[src/rtl/crc_byte_engine.sv]
module crc_byte_engine (
  input  logic       clk,
  input  logic       rst_n,
  input  logic       wr_en,
  input  logic [1:0] wr_addr,
  input  logic [7:0] wr_data,
  input  logic [1:0] rd_addr,
  output logic [7:0] rd_data,
  output logic       ready
);
  localparam logic [1:0] A_CTRL = 2'd0;
  localparam logic [1:0] A_DATA = 2'd1;
  localparam logic [1:0] A_LO   = 2'd2;
  localparam logic [1:0] A_HI   = 2'd3;

  logic        msb_first;
  logic [1:0]  poly_sel;
  logic [15:0] crc_q;

  function automatic logic [15:0] fold_byte(input logic [15:0] c, input logic [7:0] d,
                                            input logic msb, input logic [1:0] sel);
    logic [15:0] r;
    logic [15:0] g;
    r = c;
    case ({msb, sel})
      3'b101:  g = 16'h0007;
      3'b110:  g = 16'h8005;
      3'b111:  g = 16'h1021;
      3'b001:  g = 16'h00E0;
      3'b010:  g = 16'hA001;
      default: g = 16'h8408;
    endcase
    if (sel == 2'b01) begin
      r[15:8] = 8'h00;
      r[7:0]  = r[7:0] ^ d;
      for (int i = 0; i < 8; i++) begin
        if (msb) r[7:0] = r[7] ? ({r[6:0], 1'b0} ^ g[7:0]) : {r[6:0], 1'b0};
        else     r[7:0] = r[0] ? ((r[7:0] >> 1) ^ g[7:0]) : (r[7:0] >> 1);
      end
    end else if (msb) begin
      r = r ^ {d, 8'h00};
      for (int i = 0; i < 8; i++) r = r[15] ? ((r << 1) ^ g) : (r << 1);
    end else begin
      r = r ^ {8'h00, d};
      for (int i = 0; i < 8; i++) r = r[0] ? ((r >> 1) ^ g) : (r >> 1);
    end
    return r;
  endfunction

  assign ready = (poly_sel != 2'b00);

  always_ff @(posedge clk or negedge rst_n) begin
    if (!rst_n) begin
      msb_first <= 1'b0;
      poly_sel  <= 2'b00;
      crc_q     <= 16'h0000;
    end else if (wr_en) begin
      case (wr_addr)
        A_CTRL: begin
          msb_first <= wr_data[2];
          poly_sel  <= wr_data[1:0];
          if (wr_data[7]) crc_q <= 16'h0000;
        end
        A_DATA: if (ready) crc_q <= fold_byte(crc_q, wr_data, msb_first, poly_sel);
        A_LO:   crc_q[7:0]  <= wr_data;
        default: crc_q[15:8] <= wr_data;
      endcase
    end
  end

  always_comb begin
    case (rd_addr)
      A_CTRL:  rd_data = {5'b00000, msb_first, poly_sel};
      A_DATA:  rd_data = 8'h00;
      A_LO:    rd_data = crc_q[7:0];
      default: rd_data = crc_q[15:8];
    endcase
  end
endmodule


[config.mk]
export PLATFORM = sky130hd
export DESIGN_NAME = crc_byte_engine
export DESIGN_NICKNAME = d
export VERILOG_FILES = /design/src/rtl/crc_byte_engine.sv
export SDC_FILE = /design/constraint.sdc
export NUM_CORES = 1
export LEC_CHECK = 0
export CAP_MARGIN = 5
export CORE_AREA = 5 5 179 95
export CTS_CLUSTER_DIAMETER = 120
export CTS_CLUSTER_SIZE = 16
export DETAILED_ROUTE_END_ITERATION = 10
export DIE_AREA = 0 0 184 100
export DONT_BUFFER_PORTS = 1
export RECOVER_POWER = 100
export SETUP_SLACK_MARGIN = 0.3
export SLEW_MARGIN = 10
export SYNTH_ARGS = -nofsm -noshare
export SYNTH_HDL_FRONTEND = slang
export SYNTH_SLANG_ARGS = --single-unit
[constraint.sdc]
create_clock -name clk -period 4.05 [get_ports clk]
set_input_delay 0.405 -clock clk [delete_from_list [all_inputs] [get_ports clk]]
set_output_delay 0.405 -clock clk [all_outputs]
set_load 0.02 [all_outputs]
Word level (Yosys, flattened, before mapping):

Index checks and enable logic that the tools add are counted.
Widths: inputs -> output; s select.

* shift-type cells: 0
* bitwise gates (word level): 36
* multiply operators: 0
* reduce and logical (&&, ||, !) cells: 7
* divide/modulo/power cells: 0
* equality and inequality tests: 12
* $add $sub $neg: 0
* order comparisons: 0
* muxes and demuxes: 79

Operator list (number)
* $mux 8: 52
* $mux 16: 23
* $xor 16x16->16: 9
* $xor 15x16->16: 8
* $pmux 16 s5: 1
* $pmux 8 s3: 3
* $xor 8x8->8: 9
* $xor 7x8->8: 8
* $xor 16x8->16: 1
* $eq 3x3->1 const B: 3
* $reduce_and 4->1: 2
* $eq 2x1->1 const B: 3
* $eq 2x2->1 const B: 2
* $logic_not 2->1: 2
* $ne 2x2->1 const B: 2
* $eq 3x1->1 const B: 1
* $eq 3x2->1 const B: 1
* $reduce_bool 3->1: 1
* $reduce_and 2->1: 1
* $reduce_bool 2->1: 1
* $not 1->1: 1

* memories kept: 0
* flip-flop bits (word level): 19
* input port bits: 15
* latch bits: 0
* bits in writable memories: 0
* ROM bits: 0

Logic depth before layout (Yosys ltp):

Gate-level depths: netlist of the first run.

* depth in word-level cells: 60
* mapped depth: 15
* mapped depth without buffers: 13

Least setup slack after synthesis of the first run:

No wires, ideal clock.

* path kind: input to register
* start: in wr_data[0]
* end: reg crc_q[0]
* cell stages on the path: 15
* buffers on the path: 3
* setup slack: 0.530 ns
* arrival time: 3.394 ns
* setup time: 0.126 ns
* required time: 3.924 ns
* cells stage by stage: buf_2 -> xnor2_1 -> clkbuf_1 -> nor3_1 -> o31a_1 -> or2_1 -> buf_2 -> a22o_1 -> xnor2_2 -> a32o_1 -> xnor3_2 -> nand2_1 -> xnor2_1 -> o21ai_1 -> a221o_1

* cells in the longest elaborated chain, start to end: 56

RTL lines
* from (decl): line 6 `input logic [7:0] wr_data,`
* $xor 8x8->8: line 35 `r[7:0] = r[7:0] ^ d;`
* $xor 8x8->8: line 37 `if (msb) r[7:0] = r[7] ? ({r[6:0], 1'b0} ^ g[7:0]) : {r[6:0], 1'b0};`
* $mux 8 (2 in a row): line 37
* $mux 8: line 33 `if (sel == 2'b01) begin`
* $mux 8: line 64 `A_DATA: if (ready) crc_q <= fold_byte(crc_q, wr_data, msb_first, poly_sel);`
* $mux 8: line 58 `case (wr_addr)`
* $mux 8: line 57 `end else if (wr_en) begin`
* $xor 8x8->8 / $xor 7x8->8 (equally long branches): line 37, 38
* (+39 left out)
* $mux 8: line 58
* $mux 8: line 57
* $xor 7x8->8: line 38 `else r[7:0] = r[0] ? ((r[7:0] >> 1) ^ g[7:0]) : (r[7:0] >> 1);`
* $mux 8: line 38
* $mux 8: line 37
* $mux 16: line 33
* $mux 16: line 64
* $pmux 8 s3 (*): line 58
* to (signal assigned): line 64
* to (signal assigned): line 65 `A_LO: crc_q[7:0] <= wr_data;`
* to (decl): line 18 `logic [15:0] crc_q;`

Every way passes the cells marked *; elsewhere a longest branch is shown, timed or not. The select of a mux whose other input is x is not followed.
A chain may end at the register's enable or synchronous reset.

Final worst setup path of the first run:

* start: reg crc_q[1]
* end: reg crc_q[0]

* cells in the longest elaborated chain, start to end: 55

RTL lines (line)
* $xor 8x8->8: 35
* $xor 7x8->8 / $xor 8x8->8 (equally long branches): 38, 37
* $mux 8, on equally long branches: 38, 37
* $mux 8: 37
* $mux 8: 33
* $mux 8: 64
* $mux 8: 58
* $mux 8: 57
* (+39 left out)
* $mux 8, on equally long branches: 58, 64
* $mux 8, on equally long branches: 57, 58
* $xor 7x8->8 / $mux 8 (equally long branches): 38, 57
* $mux 8: 38
* $mux 8: 37
* $mux 16 (*): 33
* $mux 16 (*): 64
* $pmux 8 s3 (*): 58

Marks and branches as above.

==> results of run 1 <==
## metal layers
layer  track usage  wire length [um]
met1         0.415             11400
met2         0.282              8460
met3         0.154              5060
met4        0.0204               130
met5             0                 0
## power by group
part | internal [uW] | switching (uW)
Clock | 133 | 81.7
Combinational | 2060 | 2680
Sequential | 230 | 97.5
## per-stage QoR
| step | total power, uW | instance area [sq um] | hold slack, ns | utilization | cells |
|---|---|---|---|---|---|
| after global routing | 5510 | 6350 | 0.294 | 0.419 | 956 |
| after floorplan | 3210 | 5220 | 0.109 | - | 700 |
| after global placement | 4590 | 5930 | 0.110 | 0.392 | 932 |
| after CTS | 4840 | 6060 | 0.294 | 0.401 | 940 |
| final | 5280 | 6350 | 0.294 | 0.419 | 956 |
| after detailed placement | 4590 | 5930 | 0.110 | 0.392 | 932 |
## sequential cells by signal, summed over array words and instances, names as in the netlist
name and cells:
crc_q 16, poly_sel 2, msb_first 1
## worst max-delay path by stage
stage | depth (start not counted) | slack [ns] | to
6_report | 12 | 0.36 | crc_q[0]
5_1_grt | 12 | 0.17 | crc_q[0]
4_1_cts | 15 | 0.30 | crc_q[4]
3_5_place_dp | 11 | 0.25 | crc_q[12]
3_3_place_gp | 11 | 0.18 | crc_q[12]
2_1_floorplan | 15 | 0.53 | crc_q[0]
## cell families (layout without fill, tap and decap cells)
| family | count (synthesis) | count (layout) |
|---|---|---|
| compound gates | 208 | 208 |
| xor+xnor | 142 | 142 |
| fa+ha+maj | 5 | 5 |
| buf+inv | 69 | 121 |
| flops | 19 | 19 |
| mux | 22 | 22 |
| simple gates | 235 | 235 |
## timing repair
item                                    4_1_cts  5_1_grt
endpoints found under the setup margin        4       13
endpoints found under the hold margin        19        0
pin swaps                                     1       18
setup buffers                                 3       16
hold buffers                                  1        0
resized for setup                             2       40
## final cells by class
class | count | area, sq um
clock buffers | 3 | 75.1
multi-input cells | 612 | 4580
flip-flops and latches | 19 | 480
fillers | 1556 | 8790
clock inverters | 1 | 5.00
inverters | 8 | 31.3
repair buffers | 109 | 921
well taps | 204 | 255
## layout by cell type (no fill, tap or decap), drive strengths merged, types with 4 or more instances in the layout
| cell type | netlist | routed |
|---|---|---|
| a211oi | 14 | 14 |
| a21oi | 62 | 62 |
| a221oi | 4 | 4 |
| a22o | 6 | 6 |
| a22oi | 7 | 7 |
| a31oi | 12 | 12 |
| and3 | 4 | 4 |
| buf | 31 | 106 |
| clkbuf | 30 | 5 |
| clkinv | 2 | 4 |
| dfrtp | 19 | 19 |
| ha | 4 | 4 |
| inv | 6 | 5 |
| mux2 | 6 | 6 |
| mux2i | 16 | 16 |
| nand2 | 83 | 83 |
| nand2b | 4 | 4 |
| nand3 | 29 | 29 |
| nand4 | 4 | 4 |
| nor2 | 51 | 51 |
| nor2b | 13 | 13 |
| nor3 | 24 | 24 |
| nor4 | 6 | 6 |
| o211ai | 5 | 5 |
| o21ai | 39 | 39 |
| o22ai | 10 | 10 |
| o31ai | 6 | 6 |
| or2 | 6 | 6 |
| or3 | 4 | 4 |
| xnor2 | 100 | 100 |
| xnor3 | 5 | 5 |
| xor2 | 37 | 37 |
==> out/summary.md, run 1 <==
## CTS
• **number of buffers inserted during clock tree synthesis** 3
• **level count of the clock H-tree** 1
• **number of sinks driven by the clock tree** 19
• **Clock Tree Root** clkbuf_16
• **clock tree from TritonCTS** built
• **maximum buffer depth of the clock tree** 2
• **insertion delay of the later-clocked pin in the worst-skew pair** 0.26 ns
• **clk slew on worst S/H paths** 0.06 ns

## Floorplanning
• **vertical die dimension** 100 um
• **horizontal die dimension** 184 um
• **initial core utilization** 0.345
• **placeable core area** 15100 sq um
• **die area** 18400 sq um
• **number of primary I/O pins** 24
• **Placement Rows** 32

## Yosys
• **multiplexer share of the synthesized area** 0.0436
• **leading area contributor after synthesis** xnor2_1
• **most frequent cell after synthesis** xnor2_1
• **post-synthesis xor/xnor area fraction** 0.293
• **share of the synthesized area in the top cell type** 0.144
• **simple-gate portion of the synthesized area** 0.214
• **ys flop type** dfrtp_1
• **most frequent cells after synthesis** xnor2_1 (86), nand2_1 (83), a21oi_1 (60)
• **leading post-synthesis cells by cell area** xnor2_1 (14%), dfrtp_1 (9.1%), nand2_1 (6.0%)
• **Synth Area in Adders** 0.0115
• **largest family of logic cells by synthesized area** XOR/XNOR gates
• **instance count of the mapped netlist** 700
• **net count of the mapped netlist** 719
• **netlist area before placement** 5220 sq um
• **number of warnings issued by yosys** 0
• **Syn Area/Cell** 7.46 sq um
• **share of synthesized registers carrying an async set or reset** 1.00
• **sequential-to-total area share from yosys stat** 0.0910
• **unique cell type count in the Yosys netlist** 83
• **post-synthesis compound-gate area fraction** 0.282
• **#FFs+latches synth** 19
• **Post-synth EDFFs** 0

## Global route
• **first-pass GRT wire length** 35.5 mm
• **antenna violations before repair** 0
• **total global routing overflow** 0
• **pin count of the biggest net entering global routing** 37
• **GRT Overall Usage** 0.258
• **number of global-route vias before repair** 5211

## STA
• **RSZ-0062 raised after global routing** yes
• **clock period minus worst slack** 3.69 ns
• **actual transition at the worst max-transition pin** 0.981 ns
• **FMAX** 271 MHz
• **worst clock skew on the final layout** 0.00161 ns
• **part of the cycle the worst path needs** 0.911
• **final-layout setup total negative slack** 0 ns
• **Hold Violations, Final** 0
• **post-route worst setup slack** 0.360 ns
• **endpoints failing setup** 0
• **Max transition margin** 0.344
• **number of max-slew violations in the final report** 0

## Hold path
• **path category of the worst min-delay check** in2reg
• **cell depth of the worst hold path** 1
• **beginning of the worst hold path** wr_data[2]
• **hold endpoint** msb_first

## Setup path
• **startpoint types** flip-flop
• **endpoint of the lowest-slack register-to-register path** crc_q[0]
• **endpoint kind of the worst setup timing path** flip-flop
• **CP Buf/Inv Count** 1
• **Crit path max-delay family** XOR/XNOR gates
• **start-to-end type of the worst setup path** reg2reg
• **Crit path required time** 4.19 ns
• **origin of the critical flop-to-flop path** crc_q[1]
• **critical-path cell with the highest stage delay** dfrtp_1
• **Critical Path Source** crc_q[1]
• **flop2flop setup slack** 0.36 ns
• **r2r worst-path depth** 12
• **top fanout value on the critical path** 11
• **Max stage delay on crit path** 0.59 ns
• **Crit path arrival time** 3.83 ns
• **crit path cell chain** xor2_1 > buf_4 > o22ai_1 > o31a_1 > o31ai_1 > xnor2_2 > xnor3_1 > xnor3_2 > nand2_1 > xnor2_1 > o21ai_0 > a221o_1

## Detailed routing
• **total wire length** 25.1 mm
• **post-route antenna net violation count** 0
• **number of remaining DRC errors** 0
• **number of DRC markers in iteration 0** 1016
• **number of detailed-routing iterations run before antenna repair** 7
• **WL/cell** 26.3 um
• **DR vias/cell** 6.25
• **detailed-route via count** 5972

## Power
• **pwr/cell area** 832 nW/um^2
• **leakage component of the power** 0.00244 uW
• **Worst IR Drop VDD** 607 uV

## Placement
• **HPWL after DPL** 19.7 mm
• **pre-CTS setup slack** 0.252 ns
• **number of port buffers** 0
• **routability congestion estimate** 1.06

## Run
• **max cap viols** 0

## Cells and area
• **fraction of layout instances using a drive strength above 1** 0.250
• **number of nets in the finished design** 772
• **number of antenna cells inserted** 0
• **area added between synthesis and finish** 21.5%

## Status
• **result of the run** finished clean

(Power assumes the default switching activity.)
==> inputs of run 2 (changes only) <==
- CTS_BUF_LIST: unset -> sky130_fd_sc_hd__clkbuf_4
==> run 2 against run 1 <==
  * Combinational power about the same
  * Critical path depth unchanged
  * Worst hold slack got worse by 0.064 ns
  * Setup slack worse by 0.014 ns
  * Largest cell class unchanged
  * Fmax decreased by 0.37%
  * Clock skew increased by 0.0028 ns
  * Routed wire length hardly changed
  * Clock power shrank 49%
  * Register-to-register slack barely moved
  * Global-route usage about the same
  * Critical endpoint is now crc_q[1]
  * Core utilization decreased by 0.51 points
  * Final area is 1.2% lower
==> out/summary.md, run 2 (synthesized netlist as in run 1, its figures left out) <==
## Detailed routing
• **number of detailed-routing iterations run before antenna repair** 6, was 7
• **total wire length** 25.1 mm, about the same
• **detailed-route via count** 6060, was 5972
• **WL/cell** 26.3 um, about the same
• **number of remaining DRC errors** 0, unchanged
• **DR vias/cell** 6.35, was 6.25
• **post-route antenna net violation count** 0, unchanged
• **number of DRC markers in iteration 0** 1032, was 1016

## Setup path
• **CP Buf/Inv Count** 0, was 1
• **top fanout value on the critical path** 6, was 11
• **crit path cell chain** xnor2_4 > xnor2_1 > o21ai_0 > o211a_1 > nand4bb_1 > a21boi_4 > xnor2_1 > nand2_1 > xnor2_1 > a21oi_1 > nor3_1 > a221o_1, was xor2_1 > buf_4 > o22ai_1 > o31a_1 > o31ai_1 > xnor2_2 > xnor3_1 > xnor3_2 > nand2_1 > xnor2_1 > o21ai_0 > a221o_1
• **endpoint kind of the worst setup timing path** flip-flop, unchanged
• **r2r worst-path depth** 12, unchanged
• **flop2flop setup slack** 0.35 ns, was 0.36 ns
• **cell with the most instances on the worst path** xnor2_1
• **Max stage delay on crit path** 0.55 ns, was 0.59 ns
• **endpoint of the lowest-slack register-to-register path** crc_q[1], was crc_q[0]
• **Crit path arrival time** 3.97 ns, was 3.83 ns
• **Crit path required time** 4.31 ns, was 4.19 ns
• **startpoint types** flip-flop, unchanged
• **origin of the critical flop-to-flop path** crc_q[1], unchanged
• **start-to-end type of the worst setup path** reg2reg, unchanged
• **critical-path cell with the highest stage delay** dfrtp_1, unchanged
• **Crit path max-delay family** XOR/XNOR gates, unchanged

## Floorplanning
• **initial core utilization** 0.345, unchanged
• **horizontal die dimension** 184 um, unchanged
• **placeable core area** 15100 sq um, unchanged
• **number of primary I/O pins** 24, unchanged
• **die area** 18400 sq um, unchanged
• **Placement Rows** 32, unchanged
• **vertical die dimension** 100 um, unchanged

## Hold path
• **beginning of the worst hold path** wr_data[2], unchanged
• **cell depth of the worst hold path** 1, unchanged
• **path category of the worst min-delay check** in2reg, unchanged
• **hold endpoint** msb_first, unchanged

## Global route
• **pin count of the biggest net entering global routing** 37, unchanged
• **antenna violations before repair** 0, unchanged
• **first-pass GRT wire length** 35.5 mm, about the same
• **total global routing overflow** 0, unchanged
• **number of global-route vias before repair** 5214, was 5211
• **GRT Overall Usage** 0.257, was 0.258

## STA
• **actual transition at the worst max-transition pin** 1.02 ns, was 0.981 ns
• **RSZ-0062 raised after global routing** yes, unchanged
• **Hold Violations, Final** 0, unchanged
• **final-layout worst hold slack** 0.230 ns, was 0.294 ns
• **worst clock skew on the final layout** 0.00440 ns, was 0.00161 ns
• **clock period minus worst slack** 3.70 ns, was 3.69 ns
• **endpoints failing setup** 0, unchanged
• **FMAX** 270 MHz, was 271 MHz
• **Max transition margin** 0.318, was 0.344
• **number of max-slew violations in the final report** 0, unchanged
• **part of the cycle the worst path needs** 0.914, was 0.911
• **final-layout setup total negative slack** 0 ns, unchanged

## Cells and area
• **largest register by flop count** crc_q, unchanged
• **most common cell after layout, fill and taps aside** buf_4, unchanged
• **area occupied by multi-input gates** 4570 sq um, was 4580 sq um
• **max reg flops** 16, unchanged
• **area taken by flip-flops and latches** 479 sq um, was 480 sq um
• **number of nets in the finished design** 771, was 772
• **area added between synthesis and finish** 20.0%, was 21.5%
• **most frequent cells in the layout** buf_4 (95), xnor2_1 (83), nand2_1 (82), was buf_4 (96), nand2_1 (82), xnor2_1 (82)
• **number of antenna cells inserted** 0, unchanged
• **registers with the highest flip-flop counts** crc_q: 16 flops, poly_sel: 2 flops, msb_first: 1 flops, unchanged
• **fraction of layout instances using a drive strength above 1** 0.245, was 0.250
• **FILL cells** 1568, was 1556
• **Design Area, Final** 6270 sq um, was 6350 sq um

## CTS
• **level count of the clock H-tree** 1, unchanged
• **maximum buffer depth of the clock tree** 2, unchanged
• **insertion delay of the later-clocked pin in the worst-skew pair** 0.31 ns, was 0.26 ns
• **clk slew on worst S/H paths** 0.13 ns, was 0.06 ns
• **clock tree from TritonCTS** built, unchanged
• **number of sinks driven by the clock tree** 19, unchanged
• **Clock Tree Root** clkbuf_4, was clkbuf_16
• **number of buffers inserted during clock tree synthesis** 3, unchanged

## Power
• **leakage component of the power** 0.00240 uW, was 0.00244 uW
• **Worst IR Drop VDD** 607 uV, about the same
• **pwr/cell area** 822 nW/um^2, was 832 nW/um^2

## Placement
• **HPWL after DPL** 19.7 mm, unchanged
• **number of port buffers** 0, unchanged
• **cell area reported after detailed placement** 5930 sq um, unchanged
• **routability congestion estimate** 1.06, unchanged

## Status
• **result of the run** finished clean, unchanged

## Run
• **max cap viols** 0, unchanged

-- run 2: worst max path at each step --
stage	start	end	slack, ns	cells past startpoint
2_1_floorplan	wr_data[0]	crc_q[0]	0.53	15
3_3_place_gp	crc_q[2]	crc_q[12]	0.18	11
3_5_place_dp	crc_q[2]	crc_q[12]	0.25	11
4_1_cts	crc_q[0]	crc_q[12]	0.32	12
5_1_grt	crc_q[1]	crc_q[0]	0.16	12
6_report	crc_q[1]	crc_q[1]	0.35	12
-- run 2: layer usage --
| layer | wire [um] | track usage |
|---|---|---|
| met5 | 0 | 0 |
| met4 | 156 | 0.0153 |
| met3 | 5160 | 0.152 |
| met2 | 8280 | 0.281 |
| met1 | 11500 | 0.417 |
-- run 2: final cells by class --
type                       count  area share
clock inverter                 1    0.000798
tap                          204      0.0407
sequential                    19      0.0764
multi-input combinational    612       0.729
clock buffer                   3     0.00359
inverter                       8     0.00499
timing repair buffer         108       0.145
-- run 2: timing repair --
item                                   4_1_cts  5_1_grt
setup endpoints to repair                    6       13
resized for setup                            3       36
pin swaps                                    1       18
hold buffers                                 1        0
endpoints found under the hold margin       19        0
buffers inserted                             3       15
-- run 2: worst register-to-register path, delay by kind of cell (launching register included) --
family / cells / cell delay, ns
compound gates: 5 / 1.03
simple gates: 3 / 0.75
xor+xnor: 4 / 1.32
flops: 1 / 0.55
-- run 2: per-stage QoR --
stage | util | power, uW | std cells | setup slack (ns)
global placement | 0.392 | 4590 | 932 | 0.179
CTS | 0.397 | 4730 | 940 | 0.324
detailed placement | 0.392 | 4590 | 932 | 0.252
finish | 0.414 | 5150 | 955 | 0.346
global route | 0.414 | 5380 | 955 | 0.163
floorplan | - | 3210 | 700 | 0.530
-- run 2: power by group --
| part | total (uW) | switching [uW] | internal (uW) |
|---|---|---|---|
| clock network | 110 | 72.6 | 37.0 |
| registers | 326 | 96.8 | 229 |
| logic | 4720 | 2670 | 2050 |
| total | 5150 | 2840 | 2310 |
